`config.mk`:
```
export PLATFORM = sky130hd
export DESIGN_NAME = ratio_clock_mapper
export DESIGN_NICKNAME = d
export VERILOG_FILES = /design/src/rtl/rcm_pkg.sv /design/src/rtl/rcm_ctrl.sv /design/src/rtl/rcm_datapath.sv /design/src/rtl/rcm_divider.sv /design/src/rtl/ratio_clock_mapper.sv
export SDC_FILE = /design/constraint.sdc
export NUM_CORES = 2
export LEC_CHECK = 0
export ABC_AREA = 1
export BUFFER_PORTS_ARGS = -buffer_cell sky130_fd_sc_hd__buf_2
export CAP_MARGIN = 15
export CORE_MARGIN = 3
export CORE_UTILIZATION = 38
export CTS_CLUSTER_DIAMETER = 80
export CTS_CLUSTER_SIZE = 8
export DETAILED_ROUTE_END_ITERATION = 6
export GPL_ROUTABILITY_DRIVEN = 0
export PLACE_DENSITY = 0.54
export SYNTH_ARGS = -nofsm -noshare
export SYNTH_HDL_FRONTEND = slang
export SYNTH_SLANG_ARGS = --single-unit
```
`constraint.sdc`:
```
create_clock -name clk -period 7.3 [get_ports clk]
set_input_delay 1.095 -clock clk [delete_from_list [all_inputs] [get_ports clk]]
set_output_delay 1.095 -clock clk [all_outputs]
set_load 0.005 [all_outputs]
```
`src/rtl/rcm_pkg.sv`:
```
`timescale 1ns/1ps
package rcm_pkg;
  typedef enum logic [2:0] {
    ST_IDLE, ST_MULA, ST_MULB, ST_SETUP, ST_DIV, ST_FINISH
  } rcm_state_e;

  typedef struct packed {
    logic loadIn;
    logic mulA;
    logic mulB;
    logic setup;
    logic divStep;
    logic finish;
  } rcm_stb_t;
endpackage

```
`src/rtl/rcm_ctrl.sv`:
```
`timescale 1ns/1ps
module rcm_ctrl
  import rcm_pkg::*;
#(
  parameter int STEPS = 11
) (
  input  logic     clk,
  input  logic     rstN,
  input  logic     inValid,
  output rcm_stb_t stb
);
  localparam int IT_W = $clog2(STEPS + 1);

  rcm_state_e state, nextState;
  logic [IT_W-1:0] itCnt;

  always_comb begin
    nextState = state;
    case (state)
      ST_IDLE:   if (inValid) nextState = ST_MULA;
      ST_MULA:   nextState = ST_MULB;
      ST_MULB:   nextState = ST_SETUP;
      ST_SETUP:  nextState = ST_DIV;
      ST_DIV:    if (itCnt == IT_W'(STEPS - 1)) nextState = ST_FINISH;
      ST_FINISH: nextState = ST_IDLE;
      default:   nextState = ST_IDLE;
    endcase
  end

  always_ff @(posedge clk or negedge rstN) begin
    if (!rstN) begin
      state <= ST_IDLE;
      itCnt <= '0;
    end else begin
      state <= nextState;
      if (state == ST_DIV) itCnt <= itCnt + IT_W'(1);
      else                 itCnt <= '0;
    end
  end

  always_comb begin
    stb.loadIn  = (state == ST_IDLE) && inValid;
    stb.mulA    = (state == ST_MULA);
    stb.mulB    = (state == ST_MULB);
    stb.setup   = (state == ST_SETUP);
    stb.divStep = (state == ST_DIV);
    stb.finish  = (state == ST_FINISH);
  end
endmodule

```
`src/rtl/rcm_datapath.sv`:
```
`timescale 1ns/1ps
module rcm_datapath
  import rcm_pkg::*;
#(
  parameter int RATIO_W = 16,
  parameter int COEF_W  = 24,
  parameter int FRAC    = 12,
  parameter int PER_W   = 16,
  parameter int CODE_W  = 10
) (
  input  logic                     clk,
  input  logic                     rstN,
  input  rcm_stb_t                 stb,
  input  logic [RATIO_W-1:0]       ratio,
  input  logic signed [COEF_W-1:0] coef0,
  input  logic signed [COEF_W-1:0] coef1,
  input  logic signed [COEF_W-1:0] coef2,
  input  logic [PER_W-1:0]         desiredPeriod,
  output logic [CODE_W-1:0]        code,
  output logic                     codeValid,
  output logic                     clampFlag
);
  localparam int QW    = CODE_W + 1;
  localparam int WIDE  = COEF_W + 2 * RATIO_W + 4;
  localparam int NUM_W = WIDE + PER_W + 2;
  localparam int DSH_W = NUM_W + QW + 1;
  localparam logic [CODE_W-1:0] CODE_MAX = '1;

  logic [RATIO_W-1:0]       rReg;
  logic signed [COEF_W-1:0] c0R, c1R, c2R;
  logic [PER_W-1:0]         dReg;
  logic signed [WIDE-1:0]   acc;
  logic                     estNonPos, ovf;
  logic [NUM_W-1:0]         rem;
  logic [DSH_W-1:0]         dsh;
  logic [QW-1:0]            quo;

  logic signed [WIDE-1:0] rExt, c0Ext, c1Ext, c2Ext;
  logic [NUM_W-1:0]       numW, denW;
  logic [DSH_W-1:0]       remExt;

  assign rExt  = $signed({{(WIDE-RATIO_W){1'b0}}, rReg});
  assign c0Ext = $signed({{(WIDE-COEF_W){c0R[COEF_W-1]}}, c0R});
  assign c1Ext = $signed({{(WIDE-COEF_W){c1R[COEF_W-1]}}, c1R});
  assign c2Ext = $signed({{(WIDE-COEF_W){c2R[COEF_W-1]}}, c2R});

  assign numW   = ({{(NUM_W-PER_W){1'b0}}, dReg} << FRAC) + {{(NUM_W-WIDE){1'b0}}, acc};
  assign denW   = {{(NUM_W-WIDE){1'b0}}, acc} << 1;
  assign remExt = {{(DSH_W-NUM_W){1'b0}}, rem};

  always_ff @(posedge clk or negedge rstN) begin
    if (!rstN) begin
      rReg <= '0; c0R <= '0; c1R <= '0; c2R <= '0; dReg <= '0;
      acc <= '0; estNonPos <= 1'b0; ovf <= 1'b0;
      rem <= '0; dsh <= '0; quo <= '0;
      code <= '0; codeValid <= 1'b0; clampFlag <= 1'b0;
    end else begin
      if (stb.loadIn) begin
        rReg <= ratio; c0R <= coef0; c1R <= coef1; c2R <= coef2;
        dReg <= desiredPeriod;
      end
      // Horner: inner term first, then the outer one
      if (stb.mulA) acc <= c1Ext + ((c2Ext * rExt) >>> FRAC);
      if (stb.mulB) acc <= c0Ext + ((acc * rExt) >>> FRAC);
      if (stb.setup) begin
        estNonPos <= acc[WIDE-1] || (acc == '0);
        ovf <= {{(DSH_W-NUM_W){1'b0}}, numW} >= ({{(DSH_W-NUM_W){1'b0}}, denW} << QW);
        rem <= numW;
        dsh <= {{(DSH_W-NUM_W){1'b0}}, denW} << (QW - 1);
        quo <= '0;
      end
      if (stb.divStep) begin
        if (remExt >= dsh) begin
          rem <= rem - dsh[NUM_W-1:0];
          quo <= {quo[QW-2:0], 1'b1};
        end else begin
          quo <= {quo[QW-2:0], 1'b0};
        end
        dsh <= dsh >> 1;
      end
      if (stb.finish) begin
        codeValid <= 1'b1;
        if (estNonPos || ovf || quo[QW-1]) begin
          code <= CODE_MAX; clampFlag <= 1'b1;
        end else if (quo == '0) begin
          code <= CODE_W'(1); clampFlag <= 1'b1;
        end else begin
          code <= quo[CODE_W-1:0]; clampFlag <= 1'b0;
        end
      end
    end
  end
endmodule

```
`src/rtl/rcm_divider.sv`:
```
`timescale 1ns/1ps
module rcm_divider #(
  parameter int CODE_W = 10
) (
  input  logic              clk,
  input  logic              rstN,
  input  logic [CODE_W-1:0] code,
  input  logic              codeValid,
  output logic              divClk
);
  logic              running;
  logic [CODE_W-1:0] actCode, cnt;

  always_ff @(posedge clk or negedge rstN) begin
    if (!rstN) begin
      running <= 1'b0; actCode <= '0; cnt <= '0; divClk <= 1'b0;
    end else if (!running) begin
      if (codeValid) begin
        running <= 1'b1;
        actCode <= code;
        cnt     <= '0;
      end
    end else if (cnt == actCode - CODE_W'(1)) begin
      cnt     <= '0;
      divClk  <= ~divClk;
      actCode <= code;   // swap only at a toggle
    end else begin
      cnt <= cnt + CODE_W'(1);
    end
  end
endmodule

```
`src/rtl/ratio_clock_mapper.sv`:
```
`timescale 1ns/1ps
module ratio_clock_mapper
  import rcm_pkg::*;
#(
  parameter int RATIO_W = 16,
  parameter int COEF_W  = 24,
  parameter int FRAC    = 12,
  parameter int PER_W   = 16,
  parameter int CODE_W  = 10
) (
  input  logic                     clk,
  input  logic                     rstN,
  input  logic                     inValid,
  input  logic [RATIO_W-1:0]       ratio,
  input  logic signed [COEF_W-1:0] coef0,
  input  logic signed [COEF_W-1:0] coef1,
  input  logic signed [COEF_W-1:0] coef2,
  input  logic [PER_W-1:0]         desiredPeriod,
  output logic [CODE_W-1:0]        code,
  output logic                     codeValid,
  output logic                     clampFlag,
  output logic                     divClk
);
  rcm_stb_t stb;

  rcm_ctrl #(.STEPS(CODE_W + 1)) u_ctrl (
    .clk(clk), .rstN(rstN), .inValid(inValid), .stb(stb)
  );

  rcm_datapath #(
    .RATIO_W(RATIO_W), .COEF_W(COEF_W), .FRAC(FRAC), .PER_W(PER_W), .CODE_W(CODE_W)
  ) u_dp (
    .clk(clk), .rstN(rstN), .stb(stb), .ratio(ratio),
    .coef0(coef0), .coef1(coef1), .coef2(coef2), .desiredPeriod(desiredPeriod),
    .code(code), .codeValid(codeValid), .clampFlag(clampFlag)
  );

  rcm_divider #(.CODE_W(CODE_W)) u_div (
    .clk(clk), .rstN(rstN), .code(code), .codeValid(codeValid), .divClk(divClk)
  );
endmodule

```
# After elaboration in Yosys (flattened, before gate mapping)

Index checks and enable logic that the tools add are counted.

Divide/modulo/power cells: 0
Add/sub/neg operators: 7
Shift-type cells: 0
Order comparisons: 2
Reductions and logical operators: 13
Muxes and demuxes: 26
Bitwise operators: 1
Equality and inequality tests: 10
Multipliers: 2

Operators by type and width:

| kind                    | count |
|---|---|
| $mux W78                | 3 |
| $mux W90                | 2 |
| $mux W60                | 2 |
| $ge A78 B90 Y1          | 1 |
| $mux W10                | 8 |
| $ge A78 B72 Y1          | 1 |
| $sub A78 B78 Y78        | 1 |
| $add A28 B60 Y61        | 1 |
| $logic_not A60 Y1       | 1 |
| $mul A60 B17 Y60        | 1 |
| $add A24 B48 Y49        | 1 |
| $mul A24 B17 Y41        | 1 |
| $add A24 B29 Y30        | 1 |
| $mux W11                | 2 |
| $pmux W3 S5             | 1 |
| $logic_not A11 Y1       | 1 |
| $add A10 B1 Y10 const B | 1 |
| $eq A10 B10 Y1          | 1 |
| $sub A10 B1 Y10 const B | 1 |
| $eq A3 B2 Y1 const B    | 2 |
| $eq A3 B3 Y1 const B    | 2 |
| $mux W3                 | 2 |
| $reduce_and A2 Y1       | 3 |
| $reduce_bool A2 Y1      | 3 |
| 11 further kinds        | 18 |

Bits in writable memories: 0
Flip-flop bits (word level): 386
Bits in read-only memories: 0
Word-level logic and storage cells: 81
Bits in latches: 0
Input bits: 107
Memories: 0

# Longest topological paths before layout

Depth in word-level cells: 4
Gate-level depth with buffers: 43
Gate-level depth less buffers: 40

# Cells and area by module

A second synthesis with hierarchy kept.

Cell total of the unflattened synthesis: 10024
Area total of the unflattened synthesis: 71294.6 um2

Modules (own cells, without submodules):

| module       | instances | seq. area each (um2) | cells an instance | area an instance (um2) |
|---|---|---|---|---|
| rcm_datapath | 1         | 8182.8               | 9791              | 69554.2 |
| rcm_divider  | 1         | 550.5                | 190               | 1367.6 |
| rcm_ctrl     | 1         | 175.2                | 43                | 372.9 |

# Worst setup path after synthesis

Ideal clock, no wire load.

Path type: reg-to-reg
Start: register u_dp.rReg[7]
End: register u_dp.acc[30]
Required time: 7.168 ns
Setup time: 0.132 ns
Stages on the path, launching flop included: 38
Clock period less this slack: 7.299 ns
Arrival time: 7.167 ns
Path slack: 0.001 ns
Path through: dfrtp_1 clkbuf_1 clkbuf_1 nand2_1 fa_1 inv_1 fa_1 inv_1 fa_1 inv_1 fa_1 fa_1 inv_1 fa_1 inv_1 ha_1 nand2_1 nor2_1 [... 2 more ...] inv_1 nor4_1 a21oi_1 o21bai_1 nand2_1 nand3_1 nand2_1 ha_1 nand2_1 nor2_1 inv_1 nor4_1 nand3_1 nand3_1 nand3_1 nand2_1 buf_2 a22oi_1

Cells in the longest elaborated chain, start to end: 4
Elaborated cells on any way between the ends: 6
Those cells by class: add/sub (2); mul (2); mux (2)

RTL lines:

| element                                                  | line               | RTL |
|---|---|---|
| start: declaration                                       | rcm_datapath.sv:29 | `logic [RATIO_W-1:0] rReg;` |
| start signal: assignment                                 | rcm_datapath.sv:59 | `rReg <= ratio; c0R <= coef0; c1R <= coef1; c2R <= coef2;` |
| branches (longest 3 deep; another with $mul A60 B17 Y60) | -                  |  |
| $mux W60 (*)                                             | rcm_datapath.sv:64 | `if (stb.mulB) acc <= c0Ext + ((acc * rExt) >>> FRAC);` |
| end signal: assignment                                   | rcm_datapath.sv:63 | `if (stb.mulA) acc <= c1Ext + ((c2Ext * rExt) >>> FRAC);` |
| end signal: assignment                                   | rcm_datapath.sv:64 |  |
| end: declaration                                         | rcm_datapath.sv:32 | `logic signed [WIDE-1:0] acc;` |

Mark *: on every way between the ends. The select of a mux whose other input is x is not followed.
A chain may end at the register's enable or synchronous reset.

# Worst setup path in the final report

Start: register u_dp.rReg[6]
End: register u_dp.acc[40]

The elaborated chain is that of the path after synthesis.

==> impl_metrics.json <==
{
  "startpoint": "u_dp.rReg[6]$_DFFE_PN0P_",
  "synth_nets": 11600,
  "final_util": 0.498,
  "dieArea_um2": 192000,
  "routed_via_density": 5.04,
  "fin_nets": 12700,
  "final.setup_skew_ns": 0.0638,
  "core_um2": 184000,
  "rsz0062_at_grt": "true",
  "placed_area_um2": 82600,
  "final_common_cell": "nand2_1",
  "maxSlewHeadroom": 0.265,
  "finalSetupViolCount": 40,
  "yosys.cell_types.count": 57,
  "clock_tree.root_cell": "clkbuf_16",
  "post_drt_wl_per_cell_um": 19.4,
  "ys_warn_count": 0,
  "fillerInstances": 17800,
  "dr.pass1.iters": 6,
  "startpoint_type": "flip-flop",
  "numCtsBuffers": 61,
  "grt_antenna_before_repair": 25,
  "finalCriticalPeriod_ns": 7.67,
  "max_freq_ghz": 0.130,
  "ant_nets": 0,
  "crit_fanout": 7,
  "cts_sinks": 356,
  "htreeDepth": 2,
  "cp.arrival_ns": 8.33,
  "final_area_um2": 91800,
  "grt_start_max_net_pins": 126,
  "finalHoldViolations": 0,
  "post-route-period-util": 1.05,
  "status": "finished, violations left",
  "grt.busiest_layer": "met2",
  "finalWorstSetupSlack_ns": -0.372,
  "synth-edff-count": 0,
  "initial_core_util": 0.385,
  "multi_input_area_um2": 56600,
  "ys.flop_type": "dfrtp_1",
  "grt.total_usage": 0.272,
  "yosysSeqAreaShare": 0.126,
  "maxCapViolations": 0,
  "regArea_um2": 8950,
  "drc": 0,
  "synth_cells": 9964,
  "hpwl_um": 213000,
  "grt_pass1_wl_um": 408000,
  "die_width_um": 438,
  "grt_pass1_vias": 70600,
  "met1_usage": 0.372,
  "finalMaxSlewViolations": 0,
  "violations": "negative setup slack",
  "synth.ff_latch_count": 356,
  "vias": 68400,
  "areaGrowthSynthToFinish_pct": 29.4,
  "crit_type": "reg -> reg",
  "rows": 157,
  "use_met2": 0.440,
  "syn_avg_cell_area_um2": 7.12,
  "slowest_delay_ns": 0.57,
  "ios": 120,
  "final_cell_mix": "nand2_1 (2518), inv_1 (2367), buf_4 (1104)",
  "crit_slowest_cell": "fa_1",
  "syn_area_um2": 71000,
  "synthArstFlopShare": 1.00,
  "cts_tree": "yes",
  "final_layout_size_suffix_gt1_frac": 0.243,
  "clock_latency_ns": 0.74,
  "wirelength_um": 263000,
  "die_h_um": 438,
  "cts_hold_buf": 0,
  "worstSetupEndpointType": "flip-flop",
  "reg2reg_from": "u_dp.rReg[6]$_DFFE_PN0P_",
  "tightest_slew_ns": 1.09,
  "hp-class": "in -> async",
  "required_ns": 7.96,
  "clkSlewWorstSetupHoldPaths_ns": 0.06,
  "gr-usage-met3": 0.0375,
  "drtIter0Drc": 5135,
  "fin_tns_setup_ns": -8.85,
  "clockBufferDepth": 3,
  "grt_overflow": 0,
  "numPortBuffers": 119,
  "path_common_cell": "inv_1"
}
[layout make-up]
cell class,count,share of cell area
diodes,6,0.000163
multi-input cells,6737,0.616
repair buffers,1393,0.130
clock buffers,69,0.0173
inverters,2510,0.103
flip-flops and latches,356,0.0974
well taps,2464,0.0336
clock inverters,20,0.00296
[Yosys cell counts, types with 19 or more instances]
library cell / instances / area [um2]
o22ai_1: 20 / 125
nand4_1: 92 / 576
ha_1: 459 / 5740
nor2_1: 603 / 2260
a21o_1: 30 / 225
buf_2: 19 / 95.1
nand3_1: 322 / 1610
clkbuf_1: 287 / 1080
dfrtp_1: 356 / 8910
inv_2: 23 / 86.3
o21ai_1: 23 / 115
xnor2_1: 65 / 569
nand3b_1: 22 / 165
nor3_1: 66 / 330
fa_1: 1057 / 21200
o21ai_0: 372 / 1860
o21bai_1: 72 / 541
inv_1: 2486 / 9330
a31oi_1: 37 / 231
nor4_1: 27 / 169
xor2_1: 131 / 1150
mux2_2: 102 / 1150
a21oi_1: 406 / 2030
o221ai_1: 23 / 201
buf_1: 47 / 176
nand2_1: 2690 / 10100
[worst max-delay path: cells and delay by family, from the launching register on]
kind | cells | cell delay, ns
AOI/OAI and AO/OA | 1 | 0.15
xor gates and xnor gates | 1 | 0.25
adders and majority gates | 8 | 3.55
buffers and inverters | 14 | 1.46
DFF | 1 | 0.49
and+or+nand+nor | 13 | 1.68
[registers in the layout, indices dropped and copies added, names as in the netlist]
| name | flops |
|---|---|
| u_ctrl.itCnt | 4 |
| u_ctrl.state | 3 |
| u_div.actCode | 10 |
| u_div.cnt | 10 |
| u_div.divClk | 1 |
| u_div.running | 1 |
| u_dp.acc | 49 |
| u_dp.c0R | 24 |
| u_dp.c1R | 24 |
| u_dp.c2R | 24 |
| u_dp.clampFlag | 1 |
| u_dp.code | 10 |
| u_dp.codeValid | 1 |
| u_dp.dReg | 16 |
| u_dp.dsh | 71 |
| u_dp.estNonPos | 1 |
| u_dp.ovf | 1 |
| u_dp.quo | 11 |
| u_dp.rReg | 16 |
| u_dp.rem | 78 |
[worst paths after layout]
kind                            slack (ns)  cells past startpoint                         to
worst max register to register       -0.37                     37   u_dp.acc[40]$_DFFE_PN0P_
worst min-delay path                  0.43                      1   u_dp.rReg[8]$_DFFE_PN0P_
worst min register to register        0.47                      1   u_div.divClk$_DFFE_PN0P_
max in group asynchronous             5.61                      2  u_dp.dReg[11]$_DFFE_PN0P_
min in group clk                      0.47                      1   u_div.divClk$_DFFE_PN0P_
worst max-delay path                 -0.37                     37   u_dp.acc[40]$_DFFE_PN0P_
[metrics by stage]
step / hold WS, ns / instances / setup slack (ns)
3_5_place_dp: 0.459 / 13300 / -1.33
4_1_cts: 0.393 / 13500 / -0.525
2_1_floorplan: 0.450 / 9964 / 0.00101
6_report: 0.429 / 13600 / -0.372
3_3_place_gp: 0.461 / 13300 / -1.32
5_1_grt: 0.443 / 13600 / -0.583
[routing by layer]
| metal | vias to the layer above | part of all wire |
|---|---|---|
| met4 | 8 | 0.047 |
| met2 | 2375 | 0.46 |
| met1 | 33600 | 0.43 |
| met5 | - | 0.00021 |
| met3 | 568 | 0.066 |
| li1 | 31800 | - |
[kinds of logic (layout without fill, tap and decap cells)]
group,after synthesis,after routing,share of synthesized area
AOI/OAI and AO/OA,1043,1043,0.0819
adders and majority gates,1516,1516,0.379
muxes,103,103,0.0163
buffers and inverters,2871,3992,0.153
and+or+nand+nor,3878,3878,0.220
DFF,356,356,0.126
other,0,6,0
xor gates and xnor gates,197,197,0.0245
[repair_timing]
item | in CTS | in global routing
pin swaps | 148 | 547
hold endpoints to repair | 0 | 0
gates cloned | 9 | 7
gates resized for setup | 575 | 849
setup buffers | 78 | 83
setup endpoints to repair | 47 | 46
Power is not shown: default switching activity piles up to over one toggle a cycle in this logic, so the estimate is an artifact.
